**src/rtl/spi_seq_pkg.sv**
```systemverilog
package spi_seq_pkg;

   localparam int unsigned SEL_W  = 2;
   localparam int unsigned LEN_W  = 16;
   localparam int unsigned BYTE_W = 8;

   typedef enum logic [2:0] {
      S_IDLE,
      S_WAIT_WR,
      S_SHIFT,
      S_PUSH_RD,
      S_RELEASE,
      S_GUARD,
      S_RESTORE
   } seq_state_e;

endpackage

```
**src/rtl/spi_seq_tick.sv**
```systemverilog
// Half-period strobe: one pulse every HALF_DIV clocks while run is high.
module spi_seq_tick #(
   parameter int unsigned HALF_DIV = 2
) (
   input  logic clk,
   input  logic rst_n,
   input  logic run,
   output logic tick
);
   generate
      if (HALF_DIV == 1) begin : g_direct
         assign tick = run;
      end else begin : g_count
         localparam int unsigned CW = $clog2(HALF_DIV);
         localparam logic [CW-1:0] LAST = CW'(HALF_DIV - 1);
         logic [CW-1:0] cnt_q;
         always_ff @(posedge clk or negedge rst_n) begin
            if (!rst_n)            cnt_q <= '0;
            else if (!run)         cnt_q <= '0;
            else if (cnt_q == LAST) cnt_q <= '0;
            else                   cnt_q <= cnt_q + CW'(1);
         end
         assign tick = run && (cnt_q == LAST);
      end
   endgenerate
endmodule

```
**src/rtl/spi_seq_lencnt.sv**
```systemverilog
// Remaining-byte counter holding count minus one.
module spi_seq_lencnt #(
   parameter int unsigned W = 16
) (
   input  logic         clk,
   input  logic         rst_n,
   input  logic         load,
   input  logic [W-1:0] load_val,
   input  logic         dec,
   output logic         last
);
   logic [W-1:0] cnt_q;
   always_ff @(posedge clk or negedge rst_n) begin
      if (!rst_n)    cnt_q <= '0;
      else if (load) cnt_q <= load_val;
      else if (dec)  cnt_q <= cnt_q - W'(1);
   end
   assign last = (cnt_q == '0);
endmodule

```
**src/rtl/spi_seq_csdrv.sv**
```systemverilog
// One registered active-low line per peripheral.
module spi_seq_csdrv #(
   parameter int unsigned NUM_SEL = 4
) (
   input  logic               clk,
   input  logic               rst_n,
   input  logic               select_en,
   input  logic               release_en,
   input  logic [1:0]         sel,
   output logic [NUM_SEL-1:0] cs_n
);
   generate
      for (genvar i = 0; i < NUM_SEL; i++) begin : g_line
         always_ff @(posedge clk or negedge rst_n) begin
            if (!rst_n)                          cs_n[i] <= 1'b1;
            else if (release_en)                 cs_n[i] <= 1'b1;
            else if (select_en && sel == 2'(i))  cs_n[i] <= 1'b0;
         end
      end
   endgenerate
endmodule

```
**src/rtl/spi_seq_master.sv**
```systemverilog
module spi_seq_master #(
   parameter int unsigned NUM_SEL       = 4,
   parameter int unsigned HALF_DIV      = 2,
   parameter int unsigned GUARD_PERIODS = 8
) (
   input  logic               clk,
   input  logic               rst_n,
   input  logic               req_valid_i,
   output logic               req_ready_o,
   input  logic [1:0]         req_sel_i,
   input  logic [15:0]        req_wlen_i,
   input  logic               req_rd_i,
   input  logic [15:0]        req_rlen_i,
   input  logic               req_quiet_i,
   input  logic               wr_valid_i,
   output logic               wr_ready_o,
   input  logic [7:0]         wr_data_i,
   output logic               rd_valid_o,
   input  logic               rd_ready_i,
   output logic [7:0]         rd_data_o,
   output logic               sck_o,
   output logic               sck_oe_o,
   output logic               mosi_o,
   input  logic               miso_i,
   output logic [NUM_SEL-1:0] cs_n_o,
   output logic               busy_o,
   output logic               err_o
);
   import spi_seq_pkg::*;

   localparam int unsigned GMAX = (GUARD_PERIODS > BYTE_W) ? GUARD_PERIODS : BYTE_W;
   localparam int unsigned BCW  = $clog2(GMAX);
   localparam logic [BCW-1:0] BIT_TOP   = BCW'(BYTE_W - 1);
   localparam logic [BCW-1:0] GUARD_TOP = BCW'(GUARD_PERIODS - 1);
   localparam logic [SEL_W:0] SEL_LIM   = (SEL_W+1)'(NUM_SEL);

   generate
      if (NUM_SEL < 1 || NUM_SEL > 4) begin : g_bad_nsel
         initial $fatal(1, "NUM_SEL must be 1..4");
      end
      if (HALF_DIV < 1) begin : g_bad_div
         initial $fatal(1, "HALF_DIV must be at least 1");
      end
      if (GUARD_PERIODS < 1) begin : g_bad_guard
         initial $fatal(1, "GUARD_PERIODS must be at least 1");
      end
   endgenerate

   seq_state_e        state_q;
   logic              rd_en_q, quiet_q, rd_phase_q;
   logic [BYTE_W-1:0] sh_q;
   logic [BCW-1:0]    bit_q;
   logic              hi_q, sck_q, oe_q, mosi_q, err_q;

   logic tick, accept, accept_ok, fall_end, byte_done;
   logic w_last, r_last, w_dec, r_dec;

   assign accept    = (state_q == S_IDLE) && req_valid_i;
   assign accept_ok = accept && ({1'b0, req_sel_i} < SEL_LIM);
   assign fall_end  = (state_q == S_SHIFT) && tick && hi_q;
   assign byte_done = fall_end && (bit_q == '0);
   assign w_dec     = byte_done && !rd_phase_q && !w_last;
   assign r_dec     = (state_q == S_PUSH_RD) && rd_ready_i && !r_last;

   spi_seq_tick #(.HALF_DIV(HALF_DIV)) i_tick (
      .clk  (clk),
      .rst_n(rst_n),
      .run  ((state_q == S_SHIFT) || (state_q == S_GUARD)),
      .tick (tick)
   );

   spi_seq_lencnt #(.W(LEN_W)) i_wcnt (
      .clk     (clk),
      .rst_n   (rst_n),
      .load    (accept_ok),
      .load_val(req_wlen_i),
      .dec     (w_dec),
      .last    (w_last)
   );

   spi_seq_lencnt #(.W(LEN_W)) i_rcnt (
      .clk     (clk),
      .rst_n   (rst_n),
      .load    (accept_ok),
      .load_val(req_rlen_i),
      .dec     (r_dec),
      .last    (r_last)
   );

   spi_seq_csdrv #(.NUM_SEL(NUM_SEL)) i_cs (
      .clk       (clk),
      .rst_n     (rst_n),
      .select_en (accept_ok),
      .release_en(state_q == S_RELEASE),
      .sel       (req_sel_i),
      .cs_n      (cs_n_o)
   );

   always_ff @(posedge clk or negedge rst_n) begin
      if (!rst_n) begin
         state_q    <= S_IDLE;
         rd_en_q    <= 1'b0;
         quiet_q    <= 1'b0;
         rd_phase_q <= 1'b0;
         sh_q       <= '0;
         bit_q      <= '0;
         hi_q       <= 1'b0;
         sck_q      <= 1'b0;
         oe_q       <= 1'b1;
         mosi_q     <= 1'b0;
         err_q      <= 1'b0;
      end else begin
         err_q <= 1'b0;
         unique case (state_q)
            S_IDLE: begin
               if (accept) begin
                  if (accept_ok) begin
                     rd_en_q    <= req_rd_i;
                     quiet_q    <= req_quiet_i;
                     rd_phase_q <= 1'b0;
                     sck_q      <= 1'b0;
                     hi_q       <= 1'b0;
                     mosi_q     <= 1'b0;
                     oe_q       <= 1'b1;
                     state_q    <= S_WAIT_WR;
                  end else begin
                     err_q <= 1'b1;
                  end
               end
            end
            S_WAIT_WR: begin
               if (wr_valid_i) begin
                  sh_q    <= wr_data_i;
                  mosi_q  <= wr_data_i[BYTE_W-1];
                  bit_q   <= BIT_TOP;
                  hi_q    <= 1'b0;
                  state_q <= S_SHIFT;
               end
            end
            S_SHIFT: begin
               if (tick) begin
                  if (!hi_q) begin
                     hi_q  <= 1'b1;
                     sck_q <= 1'b1;
                     if (rd_phase_q) sh_q <= {sh_q[BYTE_W-2:0], miso_i};
                  end else begin
                     hi_q  <= 1'b0;
                     sck_q <= 1'b0;
                     if (bit_q != '0) begin
                        bit_q <= bit_q - BCW'(1);
                        if (!rd_phase_q) begin
                           sh_q   <= {sh_q[BYTE_W-2:0], 1'b0};
                           mosi_q <= sh_q[BYTE_W-2];
                        end
                     end else if (rd_phase_q) begin
                        state_q <= S_PUSH_RD;
                     end else if (!w_last) begin
                        state_q <= S_WAIT_WR;
                     end else if (rd_en_q) begin
                        rd_phase_q <= 1'b1;
                        bit_q      <= BIT_TOP;
                        mosi_q     <= 1'b0;
                     end else begin
                        mosi_q  <= 1'b0;
                        state_q <= S_RELEASE;
                     end
                  end
               end
            end
            S_PUSH_RD: begin
               if (rd_ready_i) begin
                  if (r_last) begin
                     state_q <= S_RELEASE;
                  end else begin
                     bit_q   <= BIT_TOP;
                     hi_q    <= 1'b0;
                     state_q <= S_SHIFT;
                  end
               end
            end
            S_RELEASE: begin
               mosi_q  <= 1'b0;
               oe_q    <= !quiet_q;
               bit_q   <= GUARD_TOP;
               hi_q    <= 1'b0;
               state_q <= S_GUARD;
            end
            S_GUARD: begin
               if (tick) begin
                  if (!hi_q) begin
                     hi_q  <= 1'b1;
                     sck_q <= !quiet_q;
                  end else begin
                     hi_q  <= 1'b0;
                     sck_q <= 1'b0;
                     if (bit_q == '0) state_q <= S_RESTORE;
                     else             bit_q   <= bit_q - BCW'(1);
                  end
               end
            end
            S_RESTORE: begin
               oe_q    <= 1'b1;
               sck_q   <= 1'b0;
               state_q <= S_IDLE;
            end
            default: state_q <= S_IDLE;
         endcase
      end
   end

   assign req_ready_o = (state_q == S_IDLE);
   assign wr_ready_o  = (state_q == S_WAIT_WR);
   assign rd_valid_o  = (state_q == S_PUSH_RD);
   assign rd_data_o   = sh_q;
   assign sck_o       = sck_q;
   assign sck_oe_o    = oe_q;
   assign mosi_o      = mosi_q;
   assign busy_o      = (state_q != S_IDLE);
   assign err_o       = err_q;

endmodule

```
**config.mk**
```make
export PLATFORM = sky130hd
export DESIGN_NAME = spi_seq_master
export DESIGN_NICKNAME = d
export VERILOG_FILES = /design/src/rtl/spi_seq_pkg.sv /design/src/rtl/spi_seq_tick.sv /design/src/rtl/spi_seq_lencnt.sv /design/src/rtl/spi_seq_csdrv.sv /design/src/rtl/spi_seq_master.sv
export SDC_FILE = /design/constraint.sdc
export NUM_CORES = 1
export LEC_CHECK = 0
export ABC_AREA = 1
export CORE_MARGIN = 1.5
export CORE_UTILIZATION = 43
export DETAILED_ROUTE_END_ITERATION = 8
export DONT_BUFFER_PORTS = 1
export PLACE_DENSITY = 0.63
export SETUP_SLACK_MARGIN = 0.5
export SYNTH_ARGS = -nofsm -noshare
export SYNTH_HDL_FRONTEND = slang
export SYNTH_SLANG_ARGS = --single-unit
```
**constraint.sdc**
```tcl
create_clock -name clk -period 2.15 [get_ports clk]
set_input_delay 0.215 -clock clk [delete_from_list [all_inputs] [get_ports clk]]
set_output_delay 0.215 -clock clk [all_outputs]
set_load 0.05 [all_outputs]
```
==> impl_metrics.json, run 1 <==
{
  "multi_input_area_sq_um": 2540,
  "syn_to_final_growth_pct": 23.6,
  "synth_common_cells": "258 x nand2_1, 74 x nor2_1, 66 x inv_1",
  "grt_max_degree": 59,
  "placeableCoreArea_sq_um": 9640,
  "slowest_stage": "dfrtp_2",
  "wirelength_um": 11700,
  "clk_latency_ns": 0.36,
  "r2r_slack_ns": 0.51,
  "fin_crit_ns": 1.64,
  "rr_endpoint": "i_wcnt.cnt_q[8]$_DFFE_PN0P_",
  "syn_area_sq_um": 4230,
  "clkTransAtPathRegs_ns": 0.07,
  "path_max_fanout": 6,
  "cts_num_sinks": 58,
  "synth-async-reset-ratio_pct": 100,
  "port_buffers": 0,
  "grt_overflow_total": 0,
  "ant_nets": 0,
  "r2r_start": "bit_q[0]$_DFFE_PN0P_",
  "fin_crit_sh_pct": 76.3,
  "synth_top_cell_by_area": "dfrtp_1",
  "fillCellCount": 945,
  "gr-usage-all-layers_pct": 22.3,
  "drt_first_pass_iters": 6,
  "critical_path_class": "flip-flop to primary output",
  "min_path_type": "input pin to flip-flop",
  "hp-start": "req_rlen_i[13]",
  "cp.required_ns": 1.93,
  "place_area_sq_um": 4360,
  "drive_gt1_share_pct": 21.9,
  "cts_inserted_buffers": 9,
  "cts_tree": "done",
  "avgViaCountPerCell": 5.09,
  "cap_violations": 0,
  "die_w_um": 102,
  "regArea_sq_um": 1460,
  "critPathArrivalTime_ns": 1.43,
  "row_count": 36,
  "synth_top_area_share_pct": 31.4,
  "clock_skew_ns": 0.00758,
  "layout.nets": 753,
  "dp_hpwl_um": 7940,
  "start_kind": "flip-flop",
  "hold_viol": 0,
  "critPathCaptureType": "primary output",
  "power.leakage_nw": 2.63,
  "grt_pass1_wl_um": 18300,
  "max_slew.worst_pin.slew_ns": 0.517,
  "post_drt_wl_per_cell_um": 14.1,
  "cp_cell_sequence": "buf_6 -> inv_4 -> nand2_4 -> nor2_4 -> buf_8",
  "synth_cells": 653,
  "relSlewSlack_pct": 65.5,
  "r2r_cells": 11,
  "syn_area_per_cell_sq_um": 6.47,
  "ir_drop_mv": 0.693,
  "antenna_found_initial": 0,
  "start_util_pct": 43.9,
  "synth_cell_type_count": 39,
  "synth_seq_area_share_pct": 34.5,
  "timing.fmax_mhz": 609,
  "hold-path-cell-count": 2,
  "finish.instance_area_sq_um": 5230,
  "critPathMaxStageDelay_ns": 0.50,
  "place_inst": 779,
  "synth_edf_count": 0,
  "dieArea_sq_um": 10400,
  "htreeDepth": 3,
  "status": "complete, no violations",
  "min_to": "i_rcnt.cnt_q[13]$_DFFE_PN0P_",
  "fin_cells": 835,
  "synthTopCellsByArea": "dfrtp_1 31%, nand2_1 23%, nor2_1 6.6%, nand3_1 5.9%, inv_1 5.9%",
  "num_antenna_cells": 0,
  "rsz0062_at_grt": "yes",
  "grt_pass1_vias": 4050,
  "synth_most_common_cell": "nand2_1",
  "dr.first_iter.drc_count": 210,
  "final.setup.tns_ns": 0,
  "p_per_area_nw_per_um2": 1630,
  "yosysWarningCount": 0,
  "synth_seq_cells": 58,
  "io_pins": 70,
  "vias": 4252,
  "cts-root-buf": "clkbuf_8",
  "drv_slew": 0,
  "drcViolationCount": 0,
  "synth_nets": 709,
  "globalplace.congestion": 0.855,
  "setup_viol": 0,
  "cts_max_path_buffers": 2,
  "die_y_um": 102,
  "synth_top_flop_cell": "dfrtp_1"
}
==> cell families after synthesis <==
family	synth area share, %
buffers and inverters	10.3
AND/OR/NAND/NOR	44.5
AO/OA/AOI/OAI	8.23
XOR/XNOR	0.622
flip-flops	34.5
other	0.0887
adder cells (fa/ha/maj)	1.78
==> layer usage <==
layer | global-route usage (%) | vias up | part of all wire, %
met5 | 0 | - | 0
met4 | 6.85 | 0 | 2.4
met3 | 5.95 | 30 | 5.6
met2 | 37.6 | 138 | 49
met1 | 27.9 | 1953 | 43
li1 | - | 2131 | -
==> worst max-delay path, delay by kind of cell (launching register included) <==
| family | cells | cell delay [ns] |
|---|---|---|
| flops | 1 | 0.50 |
| simple gates | 2 | 0.19 |
| buf+inv | 3 | 0.37 |
==> state kept, by name (all words and copies together) (netlist names) <==
name / cells
mosi_o: 1
i_rcnt.cnt_q: 16
hi_q: 1
quiet_q: 1
bit_q: 3
state_q: 3
i_cs.cs_n: 4
sck_oe_o: 1
rd_data_o: 8
i_wcnt.cnt_q: 16
rd_en_q: 1
i_tick.g_count.cnt_q: 1
rd_phase_q: 1
sck_o: 1
==> report_power, final <==
group          internal (mW)  switching (mW)
sequential              1.61           0.949
clock                  0.649           0.501
combinational           1.86            2.97
==> what timing repair did <==
action,4_1_cts,5_1_grt
setup buffers,7,26
endpoints found under the setup margin,52,51
gates cloned,0,1
resized for setup,19,65
hold buffers,6,0
hold endpoints to repair,62,0
pin swaps,4,33
==> per-stage QoR <==
step / utilization (%) / power (mW) / setup slack [ns] / hold WS (ns)
floorplan: - / 5.59 / 0.508 / -0.0806
global placement: 45.2 / 6.29 / 0.225 / -0.0793
detailed placement: 45.2 / 6.37 / 0.206 / -0.0794
CTS: 49.7 / 7.81 / 0.486 / 0.00989
global route: 54.2 / 9.26 / 0.414 / 0.0210
finish: 54.2 / 8.54 / 0.509 / 0.0166
==> worst max path at each step <==
stage | start | to | depth (start not counted)
after floorplan | state_q[0]$_DFFE_PN0P_ | hi_q$_DFFE_PN0P_ | 9
after global placement | state_q[0]$_DFFE_PN0P_ | rd_data_o[1]$_DFFE_PN0P_ | 8
after detailed placement | state_q[0]$_DFFE_PN0P_ | rd_data_o[4]$_DFFE_PN0P_ | 10
after CTS | i_rcnt.cnt_q[0]$_DFFE_PN0P_ | i_rcnt.cnt_q[8]$_DFFE_PN0P_ | 10
after global routing | state_q[1]$_DFFE_PN0P_ | state_q[1]$_DFFE_PN0P_ | 10
final | state_q[1]$_DFFE_PN0P_ | wr_ready_o | 5
==> cell usage in the layout (no fill, tap or decap), types with 3 or more instances in the layout <==
| master | count |
|---|---|
| nor2_2 | 10 |
| nand3_1 | 48 |
| inv_4 | 5 |
| dfrtp_2 | 5 |
| clkinvlp_4 | 3 |
| inv_2 | 8 |
| o21bai_1 | 5 |
| nand2_1 | 244 |
| buf_6 | 7 |
| nand3_4 | 3 |
| clkbuf_8 | 9 |
| inv_1 | 57 |
| or2_2 | 3 |
| dfstp_2 | 5 |
| o21ai_0 | 30 |
| o21ai_1 | 14 |
| ha_1 | 3 |
| dlygate4sd3_1 | 5 |
| buf_12 | 4 |
| buf_4 | 31 |
| dfrtp_1 | 48 |
| nor3_1 | 8 |
| a21oi_1 | 5 |
| nand2_2 | 16 |
| nand3_2 | 3 |
| nor2_4 | 10 |
| nand2_4 | 7 |
| nand4_1 | 7 |
| nor2_1 | 63 |
| o21ai_2 | 3 |
==> area by class of cell <==
type	instances	share of cell area [%]
multi-input combinational	503	48.6
sequential	58	28.0
timing repair buffer	51	9.99
inverter	74	6.06
tap	133	3.18
clock buffer	9	2.37
clock inverter	7	1.80
(Power assumes the default switching activity.)
==> inputs of run 2 (changes only) <==
- PLACE_DENSITY: 0.63 -> 0.65
- clock period: 2.15 -> 1.5 ns (I/O delays scaled with it)
==> impl_metrics.json, run 2 (synthesis results as in run 1) <==
{
  "status": "finished, violations left",
  "failed_checks": "negative hold slack, negative setup slack",
  "p_per_area_nw_per_um2": 2290,
  "fin_crit_sh_pct": 110,
  "hold_viol": 59,
  "clkTransAtPathRegs_ns": 0.08,
  "io_pins": 70,
  "antenna_found_initial": 0,
  "power.leakage_nw": 3.32,
  "finish.instance_area_sq_um": 6650,
  "avgViaCountPerCell": 5.14,
  "layout.cells.most_common": "nand2_1",
  "p_int_mw": 7.67,
  "final.setup.tns_ns": -2.88,
  "place_inst": 854,
  "vias": 4757,
  "htreeDepth": 3,
  "final_util_pct": 69.0,
  "p_seq_share_pct": 23.3,
  "cts_inserted_buffers": 9,
  "start_kind": "flip-flop",
  "globalplace.congestion": 0.891,
  "start_util_pct": 43.9,
  "dp_hpwl_um": 8760,
  "cts-root-buf": "clkbuf_8",
  "drt_first_pass_iters": 5,
  "drive_gt1_share_pct": 43.9,
  "critical_path_class": "flip-flop to flip-flop",
  "grt_overflow_total": 0,
  "fin_cells": 925,
  "die_y_um": 102,
  "num_antenna_cells": 0,
  "ant_nets": 0,
  "finalWorstSetupSlack_ns": -0.150,
  "cts_tree": "done",
  "critPathCaptureType": "flip-flop",
  "die_w_um": 102,
  "fin_crit_ns": 1.65,
  "hold_ws_ns": -0.523,
  "min_path_type": "input pin to asynchronous set/reset pin",
  "preCtsSetupSlack_ns": -0.136,
  "clock_skew_ns": 0.0167,
  "final_cell_mix": "200 x nand2_1, 85 x buf_4, 49 x inv_1",
  "r2r_cells": 11,
  "path_max_fanout": 5,
  "clk_latency_ns": 0.36,
  "cts_max_path_buffers": 2,
  "p_comb_share_pct": 68.0,
  "drv_slew": 0,
  "gr-usage-all-layers_pct": 25.0,
  "place_area_sq_um": 5060,
  "post_drt_wl_per_cell_um": 15.0,
  "power.switching_mw": 7.59,
  "timing.fmax_mhz": 606,
  "dr.first_iter.drc_count": 207,
  "grt_max_degree": 59,
  "layout.nets": 844,
  "cp.required_ns": 1.79,
  "critPathArrivalTime_ns": 1.94,
  "setup_viol": 46,
  "cap_violations": 0,
  "pwr-share-clk_pct": 8.7,
  "syn_to_final_growth_pct": 57.3,
  "grt_pass1_vias": 4523,
  "wirelength_um": 13800,
  "grt_pass1_wl_um": 20300,
  "row_count": 36,
  "drcViolationCount": 0,
  "placeableCoreArea_sq_um": 9640,
  "p_total_mw": 15.3,
  "cts_num_sinks": 58,
  "dieArea_sq_um": 10400,
  "port_buffers": 0,
  "rsz0062_at_grt": "yes",
  "ir_drop_mv": 0.958,
  "swShare_pct": 49.7
}
[run 2: cell type report]
type	count	area (sq um)
fillers	752	2990
flip-flops and latches	58	1470
clock buffers	12	155
repair buffers	142	1450
well taps	133	166
clock inverters	3	15.0
inverters	74	352
multi-input cells	503	3040
[run 2: path summary, 6_finish.rpt]
check	from	to	slack, ns
max	state_q[1]$_DFFE_PN0P_	bit_q[2]$_DFFE_PN0P_	-0.15
min reg2reg	quiet_q$_DFFE_PN0P_	sck_oe_o$_DFFE_PN1P_	0.45
min	rst_n	i_rcnt.cnt_q[4]$_DFFE_PN0P_	-0.52
max reg2reg	state_q[1]$_DFFE_PN0P_	bit_q[2]$_DFFE_PN0P_	-0.15
min in group clk	req_rlen_i[3]	i_rcnt.cnt_q[3]$_DFFE_PN0P_	0
max in group asynchronous	rst_n	sck_oe_o$_DFFE_PN1P_	1.82
[run 2: timing repair]
item                       4_1_cts  5_1_grt
hold endpoints to repair        69       59
gates cloned                     3        2
setup endpoints to repair       77       77
buffers inserted                19       21
hold buffers                    10        1
resized for setup              110      136
pin swaps                       32       60
[run 2: per-layer routing]
layer  track usage (%)  vias to the layer above  part of all wire [%]
met5                 0                        -                     0
met4              9.69                        0                   2.8
met3              4.58                       40                   4.7
met2              44.1                      167                    52
met1              30.3                     2230                    40
li1                  -                     2320                     -
[run 2: power by group through the flow]
stage	Combinational (mW)	Clock, mW	Sequential, mW
after CTS	8.51	1.34	3.46
after detailed placement	7.26	0	3.42
after floorplan	4.98	0	3.42
after global placement	7.11	0	3.39
final	10.4	1.33	3.55
after global routing	11.3	1.43	3.64
[run 2: critical path, stage by stage (launching register included)]
cell     delay [ns]
dfrtp_2        0.46
buf_6          0.13
nand2_4        0.06
nor2_8         0.18
nand2_4        0.10
buf_4          0.14
buf_6          0.11
o21ai_4        0.13
nor2_4         0.06
nand2_2        0.09
nand2_2        0.06
nand2_1        0.07
==> inputs of run 3 (changes only) <==
- HOLD_SLACK_MARGIN: not set -> 0.03
- PLACE_DENSITY: 0.65 -> not set
==> impl_metrics.json, run 3 (synthesis results as in run 1) <==
{
  "status": "finished, violations left",
  "failed_checks": "negative hold slack, negative setup slack",
  "grt_pass1_vias": 4392,
  "finalWorstSetupSlack_ns": -0.114,
  "layout.nets": 846,
  "ctsHoldBuffers": 27,
  "cts_tree": "done",
  "antenna_found_initial": 0,
  "syn_to_final_growth_pct": 47.8,
  "drive_gt1_share_pct": 33.2,
  "r2r_start": "state_q[0]$_DFFE_PN0P_",
  "drv_slew": 0,
  "fillCellCount": 884,
  "r2r_slack_ns": -0.11,
  "rsz0062_at_grt": "yes",
  "avgViaCountPerCell": 4.93,
  "critical_path_class": "flip-flop to primary output",
  "num_antenna_cells": 0,
  "htreeDepth": 3,
  "final_cell_mix": "242 x nand2_1, 90 x buf_4, 59 x nor2_1",
  "place_area_sq_um": 5180,
  "path_max_fanout": 5,
  "power.leakage_nw": 3.13,
  "rr_endpoint": "i_wcnt.cnt_q[9]$_DFFE_PN0P_",
  "fin_crit_sh_pct": 108,
  "clkTransAtPathRegs_ns": 0.07,
  "finish.instance_area_sq_um": 6250,
  "placeableCoreArea_sq_um": 9640,
  "fin_crit_ns": 1.61,
  "crit_end": "req_ready_o",
  "clock_skew_ns": 0.0159,
  "vias": 4572,
  "regArea_sq_um": 1480,
  "dr.first_iter.drc_count": 195,
  "hold_ws_ns": -0.511,
  "ir_drop_mv": 1.22,
  "dieArea_sq_um": 10400,
  "grt_max_degree": 59,
  "start_util_pct": 43.9,
  "grt_pass1_wl_um": 19900,
  "cts-root-buf": "clkbuf_8",
  "min_path_type": "input pin to asynchronous set/reset pin",
  "critPathArrivalTime_ns": 1.46,
  "p_total_mw": 14.2,
  "cp-startpoint": "state_q[1]$_DFFE_PN0P_",
  "cap_violations": 0,
  "ant_nets": 0,
  "io_pins": 70,
  "dp_hpwl_um": 8850,
  "layout.cells.most_common": "nand2_1",
  "timing.fmax_mhz": 620,
  "drt_first_pass_iters": 4,
  "grt_overflow_total": 0,
  "post_drt_wl_per_cell_um": 13.4,
  "wirelength_um": 12400,
  "gr-usage-all-layers_pct": 24.2,
  "cts_max_path_buffers": 2,
  "setup_viol": 52,
  "hold_viol": 58,
  "drcViolationCount": 0,
  "critPathCaptureType": "primary output",
  "p_per_area_nw_per_um2": 2270,
  "final_util_pct": 64.8,
  "row_count": 36,
  "die_y_um": 102,
  "cp.required_ns": 1.35,
  "port_buffers": 0,
  "globalplace.congestion": 0.879,
  "clk_latency_ns": 0.35,
  "die_w_um": 102,
  "r2r_cells": 8,
  "cts_num_sinks": 58,
  "cts_inserted_buffers": 9,
  "start_kind": "flip-flop",
  "multi_input_area_sq_um": 2730
}
-- run 3: cell types whose count changed in the layout (fill, tap and decap cells not counted), moves of 9 or more --
| cell | previous run | this run |
|---|---|---|
| nand2_2 | 45 | 14 |
| dlygate4sd3_1 | 11 | 27 |
| nor2_2 | 22 | 13 |
| nand2_4 | 21 | 9 |
| nand2_1 | 200 | 242 |
| nor2_1 | 45 | 59 |
-- run 3: worst min-delay path by stage --
stage / cells after the start / start / end
floorplan: 0 / rst_n / bit_q[0]$_DFFE_PN0P_
global placement: 0 / rst_n / i_rcnt.cnt_q[2]$_DFFE_PN0P_
detailed placement: 0 / rst_n / i_rcnt.cnt_q[1]$_DFFE_PN0P_
CTS: 0 / rst_n / i_rcnt.cnt_q[1]$_DFFE_PN0P_
global route: 0 / rst_n / i_rcnt.cnt_q[2]$_DFFE_PN0P_
finish: 0 / rst_n / i_rcnt.cnt_q[2]$_DFFE_PN0P_
-- run 3: stage by stage --
| stage | hold WS, ns | setup TNS [ns] | setup slack, ns | std cells |
|---|---|---|---|---|
| final | -0.511 | -2.88 | -0.114 | 928 |
| after global routing | -0.531 | -7.60 | -0.195 | 928 |
| after CTS | -0.519 | -2.79 | -0.116 | 920 |
| after detailed placement | -0.143 | -4.11 | -0.144 | 867 |
| after global placement | -0.144 | -2.69 | -0.103 | 867 |
| after floorplan | -0.146 | 0 | 0.0311 | 653 |
-- run 3: power breakdown --
group / total, mW / leakage [nW] / switching, mW / internal (mW)
combinational: 9.05 / 2.31 / 5.07 / 3.97
sequential: 3.42 / 0.706 / 1.09 / 2.33
clock: 1.70 / 0.117 / 0.670 / 1.03
-- run 3: worst max-delay path, cell delays in order (launching register included) --
cell and delay [ns]:
dfrtp_2 0.47, nor2_4 0.23, nand2_8 0.11, inv_12 0.08
buf_6 0.10, buf_8 0.13
-- run 3: repair_timing --
action                                  CTS  global route
endpoints found under the setup margin   77            77
pin swaps                                27            21
buffers inserted                         10             7
hold endpoints to repair                 86            58
cloned                                    0             1
gates resized for setup                  57            64
-- run 3: area by class of cell --
class                           instances  area share (%)
Multi-Input combinational cell        503            43.7
Sequential cell                        58            23.6
Timing Repair Buffer                  144            21.2
Inverter                               74            5.13
Tap cell                              133            2.66
Clock buffer                           12            2.48
Clock inverter                          4            1.18
-- run 3: layer usage --
layer / part of all wire [%] / GRT usage (%) / vias up
met5: 0 / 0 / -
met4: 1.5 / 7.48 / 0
met3: 4.3 / 4.51 / 20
met2: 50 / 41.3 / 106
met1: 44 / 31.0 / 2119
li1: - / - / 2327
